$ cat src/rtl/cop0_cmd_pkg.sv
package cop0_cmd_pkg;

  localparam logic [5:0] OPC_COP0   = 6'h10;
  localparam logic [4:0] SEL_MOVE_F = 5'h00;
  localparam logic [4:0] SEL_MOVE_T = 5'h04;
  localparam logic [4:0] SEL_CMD    = 5'h10;

  localparam logic [5:0] FN_TLB_RD  = 6'h01;
  localparam logic [5:0] FN_TLB_WI  = 6'h02;
  localparam logic [5:0] FN_TLB_WR  = 6'h06;
  localparam logic [5:0] FN_TLB_PR  = 6'h08;
  localparam logic [5:0] FN_RET_EXC = 6'h10;
  localparam logic [5:0] FN_ERET    = 6'h18;
  localparam logic [5:0] FN_WAIT    = 6'h20;
  localparam logic [5:0] FN_IRQ_ON  = 6'h38;
  localparam logic [5:0] FN_IRQ_OFF = 6'h39;

  typedef enum logic [2:0] {
    CLS_NONE,
    CLS_MFC0,
    CLS_MTC0,
    CLS_RFE,
    CLS_EI,
    CLS_DI,
    CLS_NOP
  } cmd_cls_e;

endpackage

$ cat src/rtl/cop0_cmd_classify.sv
module cop0_cmd_classify
  import cop0_cmd_pkg::*;
(
  input  logic [31:0] instr_i,
  output cmd_cls_e    cls_o,
  output logic [4:0]  rd_idx_o,
  output logic [4:0]  rt_idx_o
);

  logic [5:0] opc;
  logic [4:0] sel;
  logic [5:0] fn;
  logic       cmd_pad_zero;
  logic       move_pad_zero;
  logic       is_cop0;

  always_comb begin
    opc           = instr_i[31:26];
    sel           = instr_i[25:21];
    fn            = instr_i[5:0];
    rt_idx_o      = instr_i[20:16];
    rd_idx_o      = instr_i[15:11];
    cmd_pad_zero  = (instr_i[24:6] == 19'd0);
    move_pad_zero = (instr_i[10:0] == 11'd0);
    is_cop0       = (opc == OPC_COP0);
  end

  always_comb begin
    cls_o = CLS_NONE;
    if (is_cop0) begin
      unique case (sel)
        SEL_MOVE_F: if (move_pad_zero) cls_o = CLS_MFC0;
        SEL_MOVE_T: if (move_pad_zero) cls_o = CLS_MTC0;
        SEL_CMD: begin
          if (cmd_pad_zero) begin
            unique case (fn)
              FN_IRQ_ON:  cls_o = CLS_EI;
              FN_IRQ_OFF: cls_o = CLS_DI;
              FN_RET_EXC: cls_o = CLS_RFE;
              FN_TLB_RD, FN_TLB_WI, FN_TLB_WR, FN_TLB_PR,
              FN_ERET, FN_WAIT: cls_o = CLS_NOP;
              default:    cls_o = CLS_NONE;
            endcase
          end
        end
        default: cls_o = CLS_NONE;
      endcase
    end
  end

endmodule

$ cat src/rtl/cop0_status_ie.sv
module cop0_status_ie
  import cop0_cmd_pkg::*;
#(
  parameter int          STATUS_IDX = 12,
  parameter bit          EI_SETS_IE = 1'b1
) (
  input  logic       clk,
  input  logic       rst_n,
  input  logic       en_i,
  input  cmd_cls_e   cls_i,
  input  logic [4:0] rd_idx_i,
  input  logic       mt_ie_i,
  output logic       ie_o
);

  localparam logic [4:0] STATUS_SEL = 5'(STATUS_IDX);

  logic ie_q;
  logic ie_d;
  logic ie_en;

  generate
    if (EI_SETS_IE) begin : g_irq_ctl
      always_comb begin
        ie_en = 1'b0;
        ie_d  = ie_q;
        if (en_i) begin
          unique case (cls_i)
            CLS_EI: begin ie_en = 1'b1; ie_d = 1'b1; end
            CLS_DI: begin ie_en = 1'b1; ie_d = 1'b0; end
            CLS_MTC0: if (rd_idx_i == STATUS_SEL) begin
              ie_en = 1'b1;
              ie_d  = mt_ie_i;
            end
            default: ie_en = 1'b0;
          endcase
        end
      end

      AST_EI_SETS_IE: assert property (@(posedge clk) disable iff (!rst_n)
        (en_i && cls_i == CLS_EI) |=> ie_o) else $error("EI did not set enable");
      AST_DI_CLEARS_IE: assert property (@(posedge clk) disable iff (!rst_n)
        (en_i && cls_i == CLS_DI) |=> !ie_o) else $error("DI did not clear enable");
    end else begin : g_move_only
      always_comb begin
        ie_en = en_i && (cls_i == CLS_MTC0) && (rd_idx_i == STATUS_SEL);
        ie_d  = ie_en ? mt_ie_i : ie_q;
      end
    end
  endgenerate

  always_ff @(posedge clk or negedge rst_n) begin
    if (!rst_n) begin
      ie_q <= 1'b0;
    end else if (ie_en) begin
      ie_q <= ie_d;
    end
  end

  assign ie_o = ie_q;

  AST_IE_HOLD: assert property (@(posedge clk) disable iff (!rst_n)
    (!en_i || cls_i == CLS_NONE || cls_i == CLS_NOP || cls_i == CLS_RFE || cls_i == CLS_MFC0)
    |=> $stable(ie_o)) else $error("enable bit moved without cause");

endmodule

$ cat src/rtl/cop0_cmd_decoder.sv
module cop0_cmd_decoder
  import cop0_cmd_pkg::*;
#(
  parameter int PC_W       = 32,
  parameter int DATA_W     = 32,
  parameter int IE_BIT     = 16,
  parameter int STATUS_IDX = 12,
  parameter int PC_STEP    = 4,
  parameter bit EI_SETS_IE = 1'b1
) (
  input  logic              clk,
  input  logic              rst_n,
  input  logic              instr_valid_i,
  input  logic [31:0]       instr_i,
  input  logic [PC_W-1:0]   pc_i,
  input  logic              mt_ie_i,
  output logic              retire_o,
  output logic              is_mfc0_o,
  output logic              is_mtc0_o,
  output logic              is_rfe_o,
  output logic              is_ei_o,
  output logic              is_di_o,
  output logic              is_nop_o,
  output logic [PC_W-1:0]   next_pc_o,
  output logic [DATA_W-1:0] rdata_o,
  output logic [4:0]        gpr_idx_o,
  output logic              status_ie_o,
  output logic              unsup_o,
  output logic [PC_W-1:0]   unsup_pc_o,
  output logic [31:0]       unsup_instr_o
);

  localparam int          NUM_CLS    = 6;
  localparam logic [4:0]  STATUS_SEL = 5'(STATUS_IDX);
  localparam logic [PC_W-1:0] STEP   = PC_W'(PC_STEP);

  cmd_cls_e   cls;
  logic [4:0] rd_idx;
  logic [4:0] rt_idx;
  logic       ie_cur;

  cop0_cmd_classify u_classify (
    .instr_i  (instr_i),
    .cls_o    (cls),
    .rd_idx_o (rd_idx),
    .rt_idx_o (rt_idx)
  );

  cop0_status_ie #(
    .STATUS_IDX (STATUS_IDX),
    .EI_SETS_IE (EI_SETS_IE)
  ) u_status (
    .clk      (clk),
    .rst_n    (rst_n),
    .en_i     (instr_valid_i),
    .cls_i    (cls),
    .rd_idx_i (rd_idx),
    .mt_ie_i  (mt_ie_i),
    .ie_o     (ie_cur)
  );

  logic                retire_q,  retire_d;
  logic                unsup_q,   unsup_d;
  logic [NUM_CLS-1:0]  flags_q,   flags_d;
  logic [PC_W-1:0]     npc_q,     npc_d;
  logic [DATA_W-1:0]   rdata_q,   rdata_d;
  logic [4:0]          gidx_q,    gidx_d;
  logic [PC_W-1:0]     upc_q,     upc_d;
  logic [31:0]         uins_q,    uins_d;

  always_comb begin
    retire_d = instr_valid_i && (cls != CLS_NONE);
    unsup_d  = instr_valid_i && (cls == CLS_NONE);

    flags_d = '0;
    if (retire_d) begin
      flags_d[0] = (cls == CLS_MFC0);
      flags_d[1] = (cls == CLS_MTC0);
      flags_d[2] = (cls == CLS_RFE);
      flags_d[3] = (cls == CLS_EI);
      flags_d[4] = (cls == CLS_DI);
      flags_d[5] = (cls == CLS_NOP);
    end

    npc_d = retire_d ? (pc_i + STEP) : npc_q;

    rdata_d = '0;
    if (retire_d && cls == CLS_MFC0 && rd_idx == STATUS_SEL) begin
      rdata_d[IE_BIT] = ie_cur;
    end

    gidx_d = (retire_d && (cls == CLS_MFC0 || cls == CLS_MTC0)) ? rt_idx : 5'd0;

    upc_d  = unsup_d ? pc_i    : upc_q;
    uins_d = unsup_d ? instr_i : uins_q;
  end

  always_ff @(posedge clk or negedge rst_n) begin
    if (!rst_n) begin
      retire_q <= 1'b0;
      unsup_q  <= 1'b0;
      flags_q  <= '0;
      rdata_q  <= '0;
      gidx_q   <= '0;
    end else begin
      retire_q <= retire_d;
      unsup_q  <= unsup_d;
      flags_q  <= flags_d;
      rdata_q  <= rdata_d;
      gidx_q   <= gidx_d;
    end
  end

  always_ff @(posedge clk or negedge rst_n) begin
    if (!rst_n) begin
      npc_q <= '0;
    end else if (retire_d) begin
      npc_q <= npc_d;
    end
  end

  always_ff @(posedge clk or negedge rst_n) begin
    if (!rst_n) begin
      upc_q  <= '0;
      uins_q <= '0;
    end else if (unsup_d) begin
      upc_q  <= upc_d;
      uins_q <= uins_d;
    end
  end

  assign retire_o      = retire_q;
  assign unsup_o       = unsup_q;
  assign is_mfc0_o     = flags_q[0];
  assign is_mtc0_o     = flags_q[1];
  assign is_rfe_o      = flags_q[2];
  assign is_ei_o       = flags_q[3];
  assign is_di_o       = flags_q[4];
  assign is_nop_o      = flags_q[5];
  assign next_pc_o     = npc_q;
  assign rdata_o       = rdata_q;
  assign gpr_idx_o     = gidx_q;
  assign status_ie_o   = ie_cur;
  assign unsup_pc_o    = upc_q;
  assign unsup_instr_o = uins_q;

  AST_RETIRE_UNSUP_EXCL: assert property (@(posedge clk) disable iff (!rst_n)
    !(retire_o && unsup_o)) else $error("retire and unsupported together");
  AST_ONE_CLASS: assert property (@(posedge clk) disable iff (!rst_n)
    retire_o |-> $countones({is_mfc0_o, is_mtc0_o, is_rfe_o, is_ei_o, is_di_o, is_nop_o}) == 1)
    else $error("retire without a single class");
  AST_NO_CLASS_IDLE: assert property (@(posedge clk) disable iff (!rst_n)
    !retire_o |-> !(is_mfc0_o || is_mtc0_o || is_rfe_o || is_ei_o || is_di_o || is_nop_o))
    else $error("class flag without retire");
  AST_PC_STEP: assert property (@(posedge clk) disable iff (!rst_n)
    retire_o |-> next_pc_o == $past(pc_i) + STEP) else $error("next PC wrong");
  AST_UNSUP_HOLD_PC: assert property (@(posedge clk) disable iff (!rst_n)
    unsup_o |-> $stable(next_pc_o)) else $error("unsupported moved PC");
  AST_IDLE_QUIET: assert property (@(posedge clk) disable iff (!rst_n)
    !instr_valid_i |=> (!retire_o && !unsup_o)) else $error("output without valid");

endmodule

$ cat config.mk
export PLATFORM = sky130hd
export DESIGN_NAME = cop0_cmd_decoder
export DESIGN_NICKNAME = d
export VERILOG_FILES = /design/src/rtl/cop0_cmd_pkg.sv /design/src/rtl/cop0_cmd_classify.sv /design/src/rtl/cop0_status_ie.sv /design/src/rtl/cop0_cmd_decoder.sv
export SDC_FILE = /design/constraint.sdc
export NUM_CORES = 1
export LEC_CHECK = 0
export ABC_AREA = 1
export BUFFER_PORTS_ARGS = -buffer_cell sky130_fd_sc_hd__clkbuf_2
export CELL_PAD_IN_SITES_DETAIL_PLACEMENT = 1
export CELL_PAD_IN_SITES_GLOBAL_PLACEMENT = 1
export CORE_MARGIN = 5
export CORE_UTILIZATION = 38
export DETAILED_ROUTE_END_ITERATION = 10
export GPL_ROUTABILITY_DRIVEN = 0
export MAX_ROUTING_LAYER = met4
export PLACE_DENSITY_LB_ADDON = 0.3
export RECOVER_POWER = 50
export SYNTH_ARGS = -nofsm -noshare
export SYNTH_HDL_FRONTEND = slang
export SYNTH_HIERARCHICAL = 1
export SYNTH_SLANG_ARGS = --single-unit
$ cat constraint.sdc
create_clock -name clk -period 1.8 [get_ports clk]
set_input_delay 0.09 -clock clk [delete_from_list [all_inputs] [get_ports clk]]
set_output_delay 0.09 -clock clk [all_outputs]
set_load 0.05 [all_outputs]
* Word level (Yosys, flattened, before mapping)
Index checks and enable logic that the tools add are counted.
** Operators by class
- Add/sub/neg operators :: 1
- Multiply operators :: 0
- Divide/modulo/power cells :: 0
- Magnitude comparators :: 0
- Equal/unequal tests :: 20
- Shift operators :: 0
- Multiplexer cells :: 14
- Bitwise logic cells :: 0
- Reductions and logical operators :: 15
** Operators by type and width (count)
- adder 32 x 3 -> 32 bit (second input constant) :: 1
- logical NOT 19 bit :: 1
- equality test 6 x 5 -> 1 bit (second input constant) :: 3
- equality test 6 bit (second input constant) :: 3
- case mux 3 bit (4 select lines) :: 1
- logical NOT 11 bit :: 1
- equality test 3 bit (second input constant) :: 3
- case mux 3 bit (3 select lines) :: 1
- equality test 3 x 2 -> 1 bit (second input constant) :: 2
- equality test 6 x 1 -> 1 bit (second input constant) :: 1
- equality test 6 x 2 -> 1 bit (second input constant) :: 1
- equality test 6 x 3 -> 1 bit (second input constant) :: 1
- equality test 6 x 4 -> 1 bit (second input constant) :: 1
- 2-to-1 mux 3 bit :: 2
- 2-to-1 mux 6 bit :: 1
- nonzero test 3 bit :: 2
- OR reduction 6 bit :: 1
- equality test 5 x 3 -> 1 bit (second input constant) :: 1
- equality test 5 x 4 -> 1 bit (second input constant) :: 1
- equality test 5 bit (second input constant) :: 1
- logical AND 1 bit :: 5
- logical NOT 5 bit :: 1
- 2-to-1 mux 1 bit :: 5
- 2-to-1 mux 5 bit :: 1
- 9 further kinds :: 9
** Storage, ports and cells
- Flip-flop bits (word level) :: 111
- Latch bits :: 0
- Memory bits (writable) :: 0
- ROM bits :: 0
- Bits of input ports :: 68
- Output and inout port bits :: 142
- Word-level logic and storage cells :: 59
- Memories :: 0

* Logic depth before layout (Yosys ltp)
Gate-level depths: netlist of run 1.
- Depth in word-level cells :: 11
- Mapped depth :: 16
- Mapped depth without buffers :: 16

* By module
Netlist of run 1, hierarchy kept.
** Modules (own cells, without submodules)
- cop0_cmd_decoder :: times used 1, cells each 629, area each 5117.4 sq um, seq. area each 2752.6 sq um
- cop0_cmd_classify :: times used 1, cells each 74, area each 381.6 sq um, seq. area each 0.0 sq um
- cop0_status_ie :: times used 1, cells each 18, area each 97.6 sq um, seq. area each 25.0 sq um

* Worst setup path before layout of run 1
Ideal clock, no wire load.
- Path kind :: input port to flip-flop
- Start point :: input instr_i[17]
- End point :: register uins_q[10] (netlist: unsup_instr_o[10])
- Setup time :: 0.065 ns
- Arrival time :: 1.613 ns
- Required time :: 1.735 ns
- Setup slack :: 0.122 ns
- Stages on the path :: 15
- Cell sequence :: nor2_1 -> nand2_2 -> nor2_2 -> nand2_1 -> nor2_4 -> nand2_1 -> a21oi_1 -> inv_2 -> nand2_2 -> nor2_4 -> inv_4 -> buf_6 -> buf_6 -> nand2_1 -> nand2_1
** Between the ends
- Word-level cells in the longest chain between the ends :: 6
** RTL lines
- from (decl) :: line cop0_cmd_decoder.sv:14 : input logic [31:0] instr_i,
- logical NOT 19 bit :: line cop0_cmd_classify.sv:23 : cmd_pad_zero = (instr_i[24:6] == 19'd0);
- 2-to-1 mux 3 bit :: line cop0_cmd_classify.sv:35 : if (cmd_pad_zero) begin
- case mux 3 bit (3 select lines) :: line cop0_cmd_classify.sv:31 : unique case (sel)
- 2-to-1 mux 3 bit :: line cop0_cmd_classify.sv:30 : if (is_cop0) begin
- named net cls[2] :: line cop0_cmd_decoder.sv:37 : cmd_cls_e cls;
- logical NOT 3 bit :: line cop0_cmd_decoder.sv:73 : unsup_d = instr_valid_i && (cls == CLS_NONE);
- logical AND 1 bit :: line cop0_cmd_decoder.sv:73
- to (signal assigned) :: line cop0_cmd_decoder.sv:128 : uins_q <= uins_d;
- to (decl) :: line cop0_cmd_decoder.sv:69 : logic [31:0] uins_q, uins_d;
The timed path passes the listed nets, and every way through them passes these cells.
A chain may end at the register's enable or synchronous reset.

* Worst setup path after layout of run 1
- Start point :: input pc_i[2]
- End point :: register npc_q[24] (netlist: next_pc_o[24])
** Between the ends
- Word-level cells in the longest chain between the ends :: 1
** RTL lines
- from (decl) :: line cop0_cmd_decoder.sv:15 : input logic [PC_W-1:0] pc_i,
- adder 32 x 3 -> 32 bit :: line cop0_cmd_decoder.sv:85 : npc_d = retire_d ? (pc_i + STEP) : npc_q;
- to (signal assigned) :: line cop0_cmd_decoder.sv:118 : npc_q <= npc_d;
- to (decl) :: line cop0_cmd_decoder.sv:65 : logic [PC_W-1:0] npc_q, npc_d;
No other way between the ends.

==> results of run 1 <==
[worst paths after layout]
kind	from	endpoint	slack (ns)	cells past startpoint
worst max-delay path	pc_i[2]	next_pc_o[24]	0.18	10
worst min-delay path	pc_i[1]	next_pc_o[1]	0.005	3
worst max register to register	u_status/ie_o	rdata_o[16]	0.84	3
worst min register to register	unsup_instr_o[2]	unsup_instr_o[2]	0.47	2
max in group asynchronous	rst_n	unsup_instr_o[24]	0.36	3
min in group asynchronous	rst_n	next_pc_o[1]	0.36	2
[report_power, final]
group	switching, mW	internal, mW	total (mW)
combinational	1.03	0.292	1.32
sequential	0.0754	2.62	2.70
clock	0.926	1.26	2.19
total	2.03	4.17	6.20
[per-stage QoR]
step                total power, mW    util  instance area, µm²
finish                        6.200  0.5051                7313
global route                  6.465  0.5051                7313
CTS                           6.290  0.5073                7346
detailed placement            4.032  0.4649                6731
global placement              4.013  0.4649                6731
floorplan                     3.652       -                5709
[flip-flops by register name (all words and copies together) (netlist names)]
register / flops
next_pc_o: 32
unsup_instr_o: 32
unsup_pc_o: 32
flags_q: 6
gpr_idx_o: 5
rdata_o: 1
retire_o: 1
u_status/ie_o: 1
unsup_o: 1
[Yosys cell counts, drive strengths merged (2+ instances only)]
cell type,instances
nand3,39
a21oi,5
o21ai,44
xnor2,2
buf,57
and2,4
clkbuf,3
nor3,9
xor2,4
nor2,71
inv,56
dfrtp,111
nand2,306
nand4,3
[worst max-delay path: stages]
cell and delay, ns:
sky130_fd_sc_hd__dlygate4sd3_1 0.54, sky130_fd_sc_hd__clkbuf_2 0.13, sky130_fd_sc_hd__ha_1 0.18, sky130_fd_sc_hd__nand2_1 0.10, sky130_fd_sc_hd__nor2_4 0.16, sky130_fd_sc_hd__nand2_1 0.17, sky130_fd_sc_hd__nor2_2 0.22, sky130_fd_sc_hd__nand3_1 0.10
sky130_fd_sc_hd__nand3_1 0.10, sky130_fd_sc_hd__nand2_1 0.05
[timing repair]
action / 4_1_cts / 5_1_grt
endpoints found under the hold margin: 58 / 0
endpoints found under the setup margin: 0 / 59
hold buffers: 29 / 0
setup buffers: 0 / 3
resized for setup: 0 / 13
[layer usage]
layer  GRT usage  up-vias
met5           -        -
met4     0.07143        0
met3     0.04931       25
met2      0.3533      143
met1      0.2635     2534
li1            -     2589
[layout make-up]
class	instances	area (µm²)	share of cell area
Tap cell	184	230.2	0.03148
Clock inverter	5	81.33	0.01112
Timing Repair Buffer	238	1423	0.1945
Sequential cell	111	2778	0.3798
Multi-Input combinational cell	523	2340	0.3199
Clock buffer	11	242.7	0.03319
Inverter	57	219.0	0.02994
[cell families after synthesis]
group,after synthesis,share of synthesized area
buffers and inverters,117,0.1136
and+or+nand+nor,435,0.3327
adders and majority gates,1,0.002235
DFF,111,0.4963
other,1,0.0006700
xor gates and xnor gates,6,0.009390
AOI/OAI and AO/OA,50,0.04516
==> qor.tcl, run 1 <==
set qor(drc_errors) 0
set qor(path_max_fanout) 4
set qor(core_region_area_um2) 14480
set qor(synthesis.instances) 721
set qor(final_cell_mix) {sky130_fd_sc_hd__nand2_1 (295), sky130_fd_sc_hd__clkbuf_2 (123), sky130_fd_sc_hd__dfrtp_1 (111)}
set qor(synth_enable_flop_cells) 0
set qor(grt_start_max_net_pins) 42
set qor(synth_area_leaders) {sky130_fd_sc_hd__dfrtp_1 (50%), sky130_fd_sc_hd__nand2_1 (20%), sky130_fd_sc_hd__buf_4 (5.8%)}
set qor(starting_drc_count_in_detailed_routing) 283
set qor(crit_arrival_ns) 1.86
set qor(outcome) {finished clean}
set qor(area_of_the_die_um2) 17260
set qor(tritoncts_clock_tree) {built}
set qor(critical_path_class) {input pin to register}
set qor(antenna_cells) 0
set qor(met2_wirelength_um) 8725
set qor(ys_types) 34
set qor(total_leakage_power_nw) 3.916
set qor(timing.fmax_ghz) 0.6168
set qor(dp_hpwl_um) 13650
set qor(cts_max_level) 3
set qor(area_growth_pct) 30.67
set qor(setup_viol) 0
set qor(max_cap_violations) 0
set qor(maxUsedRoutingLayer) {met4}
set qor(synth.top_cell.area_share) 0.4963
set qor(pre_cts_ws_ns) -0.05698
set qor(viasPerCell) 4.686
set qor(num-fill-cells) 1844
set qor(hold_slack_ns) 0.005018
set qor(report.final.hold_viol_count) 0
set qor(synthDominantAreaCellType) {sky130_fd_sc_hd__dfrtp_1}
set qor(critPathRequiredTime_ns) 2.04
set qor(post_synth_instance_area_um2) 5597
set qor(layout.cells.most_common) {sky130_fd_sc_hd__nand2_1}
set qor(clk_pin_slew_ns) 0.07
set qor(finClkSkew_ns) 0.001014
set qor(fin_crit_sh) 0.9007
set qor(grt_usage) 0.2153
set qor(synth_warnings) 6
set qor(initial_drt_pass_iterations) 4
set qor(synth-seq-cells) 111
set qor(placed_cells) 1082
set qor(num-nets-final) 1009
set qor(start_util) 0.3865
set qor(finalWirelength_um) 18160
set qor(synth.yosys.seq_area_share) 0.4963
set qor(syn-mean-instance-area_um2) 7.762
set qor(clockBufferDepth) 2
set qor(cts-root-buf) {sky130_fd_sc_hd__clkbuf_16}
set qor(overflow) 0
set qor(final_antenna_net_count) 0
set qor(layout_setup_ws_ns) 0.1787
set qor(tritoncts.num_buffers) 9
set qor(grt_setup_unrepaired) {no}
set qor(layout-drive-gt1-share) 0.2265
set qor(number_of_pins_exceeding_their_max_slew_limit_in_the_final_report) 0
set qor(std_cell_rows) 44
set qor(die_height_um) 131.4
set qor(worst_skew_pair.late_latency_ns) 0.35
set qor(worstHoldPathType) {input pin to register}
set qor(cp-end-kind) {register}
set qor(placement.io_buffers) 178
set qor(routedWlPerCell_um) 16.08
set qor(critical_path_source_type) {input pin}
set qor(io-pin-count) 210
set qor(dominantRegCellSynth) {sky130_fd_sc_hd__dfrtp_1}
set qor(vias_in_the_first_global_route) 5849
set qor(die_width_um) 131.4
set qor(timing.max_slew.rel_slack) 0.4503
set qor(vdd_drop_max_v) 0.0004640
set qor(total_via_count_in_the_routed_design) 5291
set qor(tritoncts_num_sinks) 111
set qor(number_of_antenna_violations_at_the_first_check_in_global_routing) 0
set qor(power_density_nw_per_um2) 847.8
set qor(final_cell_count_no_fill) 1129
set qor(grt_pass1_wl_um) 29670
set qor(ys_async_sr_fraction) 1.000
set qor(dr_wl_met3_um) 1009
set qor(fin_tns_setup_ns) 0
set qor(wl_met1_um) 8025
set qor(worst_slew_pin_slew_ns) 0.8245
set qor(fin_crit_ns) 1.621
Note: power is estimated with default switching activity, not from simulation.
==> inputs of run 2 (changes only) <==
- ABC_AREA: 1 -> not set
- ABC_CLOCK_PERIOD_IN_PS: not set -> 1800
- CORE_UTILIZATION: 38 -> 40
- SETUP_SLACK_MARGIN: not set -> 0.5
==> run 2 against run 1 <==
  * The flow now finishes with violations (negative setup slack)
  * Flip-flop and latch count unchanged
  * Die area decreased by 9.8%
  * First-iteration DRC count decreased by 25%
  * Synthesized cell count down 36%
  * Via count shrank 15%
  * Register-to-register slack barely moved
==> qor.tcl, run 2 <==
set qor(report.final.hold_viol_count) 0 ;# unchanged
set qor(fin_crit_sh) 1.123 ;# was 0.9007
set qor(core_region_area_um2) 13090 ;# was 14,480 µm²
set qor(violations_in_the_final_reports) {negative setup slack}
set qor(cell_chain_of_the_critical_path) {clkbuf_2 > buf_4 > and3_1 > o211a_1 > nand3_1 > a21oi_2 > nand2b_4 > nor3_4 > buf_12 > mux2_2} ;# was dlygate4sd3_1 > clkbuf_2 > ha_1 > nand2_1 > nor2_4 > nand2_1 > nor2_2 > nand3_1 > nand3_1 > nand2_1
set qor(grt_start_max_net_pins) 50 ;# was 42
set qor(starting_drc_count_in_detailed_routing) 211 ;# was 283
set qor(final_cell_mix) {sky130_fd_sc_hd__clkbuf_2 (173), sky130_fd_sc_hd__dfrtp_1 (111), sky130_fd_sc_hd__mux2_2 (63)} ;# was sky130_fd_sc_hd__nand2_1 (295), sky130_fd_sc_hd__clkbuf_2 (123), sky130_fd_sc_hd__dfrtp_1 (111)
set qor(grt_usage) 0.2088 ;# was 0.2153
set qor(tritoncts.num_buffers) 9 ;# unchanged
set qor(synth_warnings) 6 ;# unchanged
set qor(grt_setup_unrepaired) {yes} ;# was no
set qor(area_of_the_die_um2) 15560 ;# was 17,260 µm²
set qor(critical_path_source_type) {input pin} ;# unchanged
set qor(cts-root-buf) {sky130_fd_sc_hd__clkbuf_16} ;# unchanged
set qor(dominantRegCellSynth) {sky130_fd_sc_hd__dfrtp_1} ;# unchanged
set qor(number_of_antenna_violations_at_the_first_check_in_global_routing) 0 ;# unchanged
set qor(total_via_count_in_the_routed_design) 4500 ;# was 5,291
set qor(path_max_fanout) 32 ;# was 4
set qor(finalWirelength_um) 16570 ;# was 18,160 µm
set qor(clk_pin_slew_ns) 0.07 ;# about the same
set qor(synth.yosys.seq_area_share) 0.5273 ;# was 0.4963
set qor(area_growth_pct) 40.88 ;# was 30.67%
set qor(synth.top_cell.area_share) 0.5273 ;# was 0.4963
set qor(worstHoldPathType) {input pin to register} ;# unchanged
set qor(layout.cells.most_common) {sky130_fd_sc_hd__clkbuf_2} ;# was sky130_fd_sc_hd__nand2_1
set qor(ys_types) 52 ;# was 34
set qor(synth_enable_flop_cells) 0 ;# unchanged
set qor(std_cell_rows) 42 ;# was 44
set qor(vdd_drop_max_v) 0.0005323 ;# was 0.0004640 V
set qor(total_leakage_power_nw) 3.511 ;# was 3.916 nW
set qor(vias_in_the_first_global_route) 4968 ;# was 5,849
set qor(fin_crit_ns) 2.021 ;# was 1.621 ns
set qor(layout_setup_ws_ns) -0.2211 ;# was 0.1787 ns
set qor(synth-seq-cells) 111 ;# unchanged
set qor(worst_path_dominant_cell_family) {simple AND/OR/NAND/NOR gates} ;# unchanged
set qor(num-fill-cells) 1466 ;# was 1,844
set qor(grt_pass1_wl_um) 25770 ;# was 29,670 µm
set qor(worst_skew_pair.late_latency_ns) 0.35 ;# about the same
set qor(max_cap_violations) 0 ;# unchanged
set qor(finClkSkew_ns) 0.0008933 ;# was 0.001014 ns
set qor(slowest_delay_ns) 0.45 ;# was 0.54 ns
set qor(antenna_cells) 0 ;# unchanged
set qor(power_density_nw_per_um2) 843.5 ;# was 847.8 nW/µm²
set qor(post_synth_instance_area_um2) 5268 ;# was 5597 µm²
set qor(number_of_pins_exceeding_their_max_slew_limit_in_the_final_report) 0 ;# unchanged
set qor(timing.critical_path.slowest_stage_cell) {sky130_fd_sc_hd__nor3_4} ;# was sky130_fd_sc_hd__dlygate4sd3_1
set qor(critPathRequiredTime_ns) 2.04 ;# about the same
set qor(synth_area_leaders) {sky130_fd_sc_hd__dfrtp_1 (53%), sky130_fd_sc_hd__mux2_2 (14%), sky130_fd_sc_hd__buf_4 (5.8%)} ;# was sky130_fd_sc_hd__dfrtp_1 (50%), sky130_fd_sc_hd__nand2_1 (20%), sky130_fd_sc_hd__buf_4 (5.8%)
set qor(yosys-top-cells-count) {sky130_fd_sc_hd__dfrtp_1 (111), sky130_fd_sc_hd__mux2_2 (64), sky130_fd_sc_hd__buf_4 (41), sky130_fd_sc_hd__nand2_1 (37), sky130_fd_sc_hd__nor2_1 (25)} ;# was sky130_fd_sc_hd__nand2_1 (296), sky130_fd_sc_hd__dfrtp_1 (111), sky130_fd_sc_hd__nor2_1 (53), sky130_fd_sc_hd__inv_1 (51), sky130_fd_sc_hd__buf_4 (43)
set qor(cts_max_level) 3 ;# unchanged
set qor(clockBufferDepth) 2 ;# unchanged
set qor(cp-end-kind) {register} ;# unchanged
set qor(die_width_um) 124.8 ;# was 131.4 µm
set qor(fin_tns_setup_ns) -14.91 ;# was 0 ns
set qor(drc_errors) 0 ;# unchanged
set qor(tritoncts_num_sinks) 111 ;# unchanged
set qor(viasPerCell) 5.114 ;# was 4.686
set qor(total_power_mw) 6.259 ;# was 6.200 mW
set qor(ys_async_sr_fraction) 1.000 ;# unchanged
set qor(num-nets-final) 768 ;# was 1,009
set qor(layout-drive-gt1-share) 0.5156 ;# was 0.2265
set qor(critical_path_class) {input pin to register} ;# unchanged
set qor(synthMostInstantiatedCell) {sky130_fd_sc_hd__dfrtp_1} ;# was sky130_fd_sc_hd__nand2_1
set qor(worst_slew_pin_slew_ns) 0.8615 ;# was 0.8245 ns
set qor(buffering_stage_count_on_the_worst_path_with_inverters_included) 3 ;# was 2
set qor(setup_viol) 103 ;# was 0
set qor(routedWlPerCell_um) 18.83 ;# was 16.08 µm
set qor(multi_input_area_um2) 2392 ;# was 2340 µm²
set qor(io-pin-count) 210 ;# unchanged
set qor(area.sequential_um2) 2778 ;# unchanged
set qor(initial_drt_pass_iterations) 4 ;# unchanged
set qor(synthDominantAreaCellType) {sky130_fd_sc_hd__dfrtp_1} ;# unchanged
set qor(timing.max_slew.rel_slack) 0.4257 ;# was 0.4503
set qor(tritoncts_clock_tree) {built} ;# unchanged
set qor(start_util) 0.4026 ;# was 0.3865
set qor(outcome) {finished, violations left} ;# was finished clean
set qor(synthesis.instances) 458 ;# was 721
set qor(crit_arrival_ns) 2.26 ;# was 1.86 ns
set qor(pre_cts_ws_ns) -0.5937 ;# was -0.05698 ns
set qor(dp_hpwl_um) 11910 ;# was 13,650 µm
set qor(die_height_um) 124.8 ;# was 131.4 µm
set qor(timing.fmax_ghz) 0.4948 ;# was 0.6168 GHz
set qor(final_antenna_net_count) 0 ;# unchanged
set qor(overflow) 0 ;# unchanged
set qor(placement.io_buffers) 178 ;# unchanged
set qor(syn-mean-instance-area_um2) 11.50 ;# was 7.762 µm²
-- run 2: cell types whose count changed after synthesis, sizes merged, moves of 10 or more --
cell    before  now
nand2      306   37
mux2         0   64
inv         56    2
nor2        71   25
nand3       39   13
o21ai       44   24
a31oi        0   14
buf         57   43
or4          0   14
clkbuf       3   15
nand4        3   13
-- run 2: metrics by stage --
stage | instance area, µm² | utilization | std cells | hold slack (ns)
floorplan | 5454 | - | 488 | -0.2056
global placement | 6670 | 0.5098 | 840 | 0.07239
detailed placement | 6670 | 0.5098 | 840 | 0.08395
CTS | 7212 | 0.5512 | 873 | 0.004108
global route | 7421 | 0.5671 | 880 | 0.006643
finish | 7421 | 0.5671 | 880 | 0.01173
-- run 2: logic make-up after synthesis --
family / share of synthesized area
other cells: 0.0007119
mux: 0.1368
fa+ha+maj: 0.002375
buf+inv: 0.07221
simple gates: 0.1722
xor+xnor: 0.02494
compound gates: 0.06342
flops: 0.5273
-- run 2: layout make-up --
class	instances	share of cell area
Clock inverter	2	0.005058
Sequential cell	111	0.3743
Tap cell	176	0.02967
Multi-Input combinational cell	317	0.3224
Inverter	2	0.001349
Clock buffer	14	0.03692
Timing Repair Buffer	258	0.2303
-- run 2: timing repair --
item,4_1_cts,5_1_grt
gates resized for setup,16,43
buffers inserted,4,1
endpoints found under the setup margin,111,111
endpoints found under the hold margin,45,1
pin swaps,5,11
hold buffers,12,1
cloned,1,5
-- run 2: where the power goes --
part / switching [mW] / total, mW / leakage [nW] / internal, mW
sequential: 0.0773 / 2.72 / 1.40 / 2.64
combinational: 1.04 / 1.45 / 1.96 / 0.414
clock: 0.899 / 2.09 / 0.149 / 1.20
-- run 2: path summary, 6_finish.rpt --
path | endpoint | depth (start not counted) | from | slack (ns)
worst min-delay path | unsup_instr_o[3] | 2 | instr_i[3] | 0.01
worst max register to register | u_status/ie_o | 3 | u_status/ie_o | 0.85
worst min register to register | next_pc_o[7] | 2 | next_pc_o[7] | 0.50
worst max-delay path | unsup_pc_o[12] | 10 | instr_i[5] | -0.22
min in group asynchronous | unsup_pc_o[21] | 2 | rst_n | 0.39
max in group asynchronous | unsup_instr_o[22] | 3 | rst_n | 0.39
-- run 2: per-layer routing --
metal  up-vias  GRT usage  share of wire
li1       2062          -              -
met1      2259     0.2389           0.38
met2       151     0.3658           0.54
met3        28    0.04631          0.059
met4         0    0.06447          0.020
met5         -          -              0
==> inputs of run 3 (changes only) <==
- CORE_UTILIZATION: 40 -> 41
- SETUP_SLACK_MARGIN: 0.5 -> not set
- SLEW_MARGIN: not set -> 10
- SYNTH_HIERARCHICAL: 1 -> not set
==> run 3 against run 2 <==
  * The flow still finishes with violations (negative setup slack)
  * Power is 0.48% higher
  * Via count is 3.9% lower
  * Flip-flop and latch count stayed put
  * Synthesized cell count is 11% lower
  * Synthesized area is 0.81% higher
  * Register-to-register slack better by 0.15 ns
  * Critical path type unchanged
==> qor.tcl, run 3 <==
set qor(starting_drc_count_in_detailed_routing) 189 ;# was 211
set qor(layout_setup_ws_ns) -0.2284 ;# was -0.2211 ns
set qor(critical_path_source_type) {input pin} ;# unchanged
set qor(outcome) {finished, violations left} ;# unchanged
set qor(power_density_nw_per_um2) 788.8 ;# was 843.5 nW/µm²
set qor(number_of_pins_exceeding_their_max_slew_limit_in_the_final_report) 0 ;# unchanged
set qor(fin_util) 0.6292 ;# was 0.5671
set qor(total_power_mw) 6.289 ;# was 6.259 mW
set qor(layout.cells.most_common) {sky130_fd_sc_hd__clkbuf_2} ;# unchanged
set qor(vdd_drop_max_v) 0.0004151 ;# was 0.0005323 V
set qor(core_region_area_um2) 12670 ;# was 13,090 µm²
set qor(clock_power_share) 0.309 ;# was 0.335
set qor(violations_in_the_final_reports) {negative setup slack} ;# unchanged
set qor(number_of_antenna_violations_at_the_first_check_in_global_routing) 0 ;# unchanged
set qor(final_antenna_net_count) 0 ;# unchanged
set qor(timing.max_slew.rel_slack) 0.3739 ;# was 0.4257
set qor(max_cap_violations) 0 ;# unchanged
set qor(grt_pass1_wl_um) 26470 ;# was 25,770 µm
set qor(timing.critical_path.slowest_stage_cell) {sky130_fd_sc_hd__or4_4} ;# was sky130_fd_sc_hd__nor3_4
set qor(cts-root-buf) {sky130_fd_sc_hd__clkbuf_16} ;# unchanged
set qor(layout-drive-gt1-share) 0.5751 ;# was 0.5156
set qor(antenna_cells) 0 ;# unchanged
set qor(critical-path-top-cell-by-count) {sky130_fd_sc_hd__buf_6}
set qor(switching_power_mw) 2.078 ;# was 2.011 mW
set qor(cts_max_level) 3 ;# unchanged
set qor(tritoncts_clock_tree) {built} ;# unchanged
set qor(io-pin-count) 210 ;# unchanged
set qor(num-fill-cells) 1363 ;# was 1,466
set qor(grt_usage) 0.2324 ;# was 0.2088
set qor(synthesis.instances) 409 ;# was 458
set qor(critical_path_class) {input pin to register} ;# unchanged
set qor(cp-end-kind) {register} ;# unchanged
set qor(initial_drt_pass_iterations) 4 ;# unchanged
set qor(start_util) 0.4191 ;# was 0.4026
set qor(slowest_delay_ns) 0.52 ;# was 0.45 ns
set qor(synth-seq-cells) 111 ;# unchanged
set qor(drc_errors) 0 ;# unchanged
set qor(share_comb_of_total_power) 0.256 ;# was 0.232
set qor(ys_types) 46 ;# was 52
set qor(die_width_um) 123.8 ;# was 124.8 µm
set qor(worst_slew_pin_slew_ns) 0.9392 ;# was 0.8615 ns
set qor(area_of_the_die_um2) 15330 ;# was 15,560 µm²
set qor(clk_pin_slew_ns) 0.07 ;# about the same
set qor(dominantRegCellSynth) {sky130_fd_sc_hd__dfrtp_1} ;# unchanged
set qor(finalWirelength_um) 17420 ;# was 16,570 µm
set qor(area_growth_pct) 50.14 ;# was 40.88%
set qor(power.switching_fraction) 0.3304 ;# was 0.3213
set qor(num-nets-final) 763 ;# was 768
set qor(post_synth_instance_area_um2) 5310 ;# was 5268 µm²
set qor(syn-mean-instance-area_um2) 12.98 ;# was 11.50 µm²
set qor(timing.fmax_ghz) 0.4930 ;# was 0.4948 GHz
set qor(beginning_of_the_worst_hold_path) {instr_i[8]} ;# was instr_i[3]
set qor(grt_start_max_net_pins) 40 ;# was 50
set qor(synth_warnings) 0 ;# was 6
set qor(tritoncts.num_buffers) 9 ;# unchanged
set qor(setup_viol) 107 ;# was 103
set qor(r2r_start) {next_pc_o[10]} ;# was u_status/ie_o
set qor(synthMostInstantiatedCell) {sky130_fd_sc_hd__dfrtp_1} ;# unchanged
set qor(fin_crit_sh) 1.127 ;# was 1.123
set qor(synth.top_cell.area_share) 0.5231 ;# was 0.5273
set qor(total_via_count_in_the_routed_design) 4325 ;# was 4,500
set qor(buffering_stage_count_on_the_worst_path_with_inverters_included) 3 ;# unchanged
set qor(synthDominantAreaCellType) {sky130_fd_sc_hd__dfrtp_1} ;# unchanged
set qor(grt_setup_unrepaired) {yes} ;# unchanged
set qor(overflow) 0 ;# unchanged
set qor(synth.yosys.seq_area_share) 0.5231 ;# was 0.5273
set qor(path_max_fanout) 3 ;# was 32
set qor(synth_area_leaders) {sky130_fd_sc_hd__dfrtp_1 (52%), sky130_fd_sc_hd__mux2_1 (12%), sky130_fd_sc_hd__mux2_4 (5.7%)} ;# was sky130_fd_sc_hd__dfrtp_1 (53%), sky130_fd_sc_hd__mux2_2 (14%), sky130_fd_sc_hd__buf_4 (5.8%)
set qor(finClkSkew_ns) 0.001657 ;# was 0.0008933 ns
set qor(ys_async_sr_fraction) 1.000 ;# unchanged
set qor(total_leakage_power_nw) 4.114 ;# was 3.511 nW
set qor(tritoncts_num_sinks) 111 ;# unchanged
set qor(clockBufferDepth) 2 ;# unchanged
set qor(crit_arrival_ns) 2.31 ;# was 2.26 ns
set qor(worst_path_dominant_cell_family) {simple AND/OR/NAND/NOR gates} ;# unchanged
set qor(launch_point_of_the_worst_path) {instr_i[10]} ;# was instr_i[5]
set qor(critPathRequiredTime_ns) 2.08 ;# was 2.04 ns
set qor(cell_chain_of_the_critical_path) {buf_6 > or4_4 > or3b_4 > buf_4 > buf_6 > or3_1 > o22a_1 > or2_4 > nor3_2} ;# was clkbuf_2 > buf_4 > and3_1 > o211a_1 > nand3_1 > a21oi_2 > nand2b_4 > nor3_4 > buf_12 > mux2_2
set qor(worst_skew_pair.late_latency_ns) 0.35 ;# about the same
set qor(synth_enable_flop_cells) 0 ;# unchanged
set qor(viasPerCell) 4.966 ;# was 5.114
set qor(vias_in_the_first_global_route) 4861 ;# was 4,968
set qor(std_cell_rows) 41 ;# was 42
set qor(die_height_um) 123.8 ;# was 124.8 µm
set qor(power_report.internal_total_mw) 4.211 ;# was 4.248 mW
set qor(worstHoldPathType) {input pin to register} ;# unchanged
set qor(final_cell_mix) {sky130_fd_sc_hd__clkbuf_2 (175), sky130_fd_sc_hd__dfrtp_1 (111), sky130_fd_sc_hd__mux2_4 (95)} ;# was sky130_fd_sc_hd__clkbuf_2 (173), sky130_fd_sc_hd__dfrtp_1 (111), sky130_fd_sc_hd__mux2_2 (63)
set qor(fin_crit_ns) 2.028 ;# was 2.021 ns
set qor(report.final.hold_viol_count) 0 ;# unchanged
set qor(sequential_share_of_power) 0.435 ;# was 0.434
set qor(placement.io_buffers) 178 ;# unchanged
set qor(yosys-top-cells-count) {sky130_fd_sc_hd__dfrtp_1 (111), sky130_fd_sc_hd__mux2_1 (56), sky130_fd_sc_hd__buf_4 (32), sky130_fd_sc_hd__mux2_4 (20)} ;# was sky130_fd_sc_hd__dfrtp_1 (111), sky130_fd_sc_hd__mux2_2 (64), sky130_fd_sc_hd__buf_4 (41), sky130_fd_sc_hd__nand2_1 (37), sky130_fd_sc_hd__nor2_1 (25)
set qor(routedWlPerCell_um) 20.00 ;# was 18.83 µm
set qor(dp_hpwl_um) 12140 ;# was 11,910 µm
==> run 3: cell count changes after synthesis, moves of 14 or more <==
cell                       before  now
sky130_fd_sc_hd__a31oi_1       14    0
sky130_fd_sc_hd__mux2_1         0   56
sky130_fd_sc_hd__mux2_2        64   19
sky130_fd_sc_hd__o21ai_0       23    4
sky130_fd_sc_hd__clkbuf_1      15    0
sky130_fd_sc_hd__mux2_4         0   20
sky130_fd_sc_hd__nand2_1       37   13
==> run 3: metal layers <==
metal / global-route usage / wire length, µm / up-vias
li1: - / - / 1956
met1: 0.2840 / 7157 / 2173
met2: 0.3954 / 8982 / 170
met3: 0.03588 / 905 / 26
met4: 0.07612 / 374 / 0
met5: - / 0 / -
==> run 3: per-stage QoR <==
| step | worst slack, ns | cells | hold WS [ns] | area, µm² | setup TNS (ns) |
|---|---|---|---|---|---|
| finish | -0.2284 | 871 | 0.02458 | 7973 | -18.72 |
| global route | -0.2709 | 871 | 0.01375 | 7973 | -28.30 |
| CTS | -0.2287 | 864 | 0.001780 | 7796 | -15.64 |
| detailed placement | -0.6152 | 819 | 0.09784 | 7018 | -54.45 |
| global placement | -0.5558 | 819 | 0.09953 | 7018 | -48.77 |
| floorplan | -0.3917 | 439 | -0.2056 | 5652 | -35.12 |
==> run 3: what timing repair did <==
item	4_1_cts	5_1_grt
resized for setup	36	27
setup endpoints to repair	99	109
setup buffers	10	6
endpoints found under the hold margin	51	0
pin swaps	5	13
hold buffers	15	0
gates cloned	5	5
==> run 3: cell families (layout without fill, tap and decap cells) <==
family          count (synthesis)  in the layout  share of synthesized area
other cells                     1             31                  0.0007062
simple gates                  102            102                     0.1086
buf+inv                        52            312                    0.07163
fa+ha+maj                       1              1                   0.002356
xor+xnor                       28             28                    0.04618
mux                            96             96                     0.2175
flops                         111            111                     0.5231
compound gates                 18             18                    0.02993
==> run 3: worst paths after layout <==
| kind | slack (ns) | cells past startpoint | to |
|---|---|---|---|
| min in group asynchronous | 0.42 | 2 | next_pc_o[12] |
| setup reg to reg | 1.00 | 1 | next_pc_o[10] |
| hold reg to reg | 0.51 | 1 | unsup_pc_o[30] |
| setup / recovery | -0.23 | 9 | rdata_o[16] |
| hold / removal | 0.02 | 2 | unsup_instr_o[8] |
| max in group asynchronous | 0.20 | 3 | gpr_idx_o[4] |
==> run 3: final cells by class <==
class                      count  area, µm²  area share
multi-input combinational    276       2619      0.3285
clock inverter                 4      30.03    0.003766
timing repair buffer         288       2044      0.2564
tap                          172      215.2     0.02699
inverter                       8      30.03    0.003766
clock buffer                  12      256.5     0.03217
sequential                   111       2778      0.3484
==> run 3: power groups by stage <==
stage          sequential [mW]  clock (mW)  combinational [mW]
2_1_floorplan             3.28           0               0.530
3_3_place_gp              2.76           0                1.45
3_5_place_dp              2.78           0                1.48
4_1_cts                   2.73        2.00                1.61
5_1_grt                   2.75        2.11                1.69
6_report                  2.73        1.94                1.61
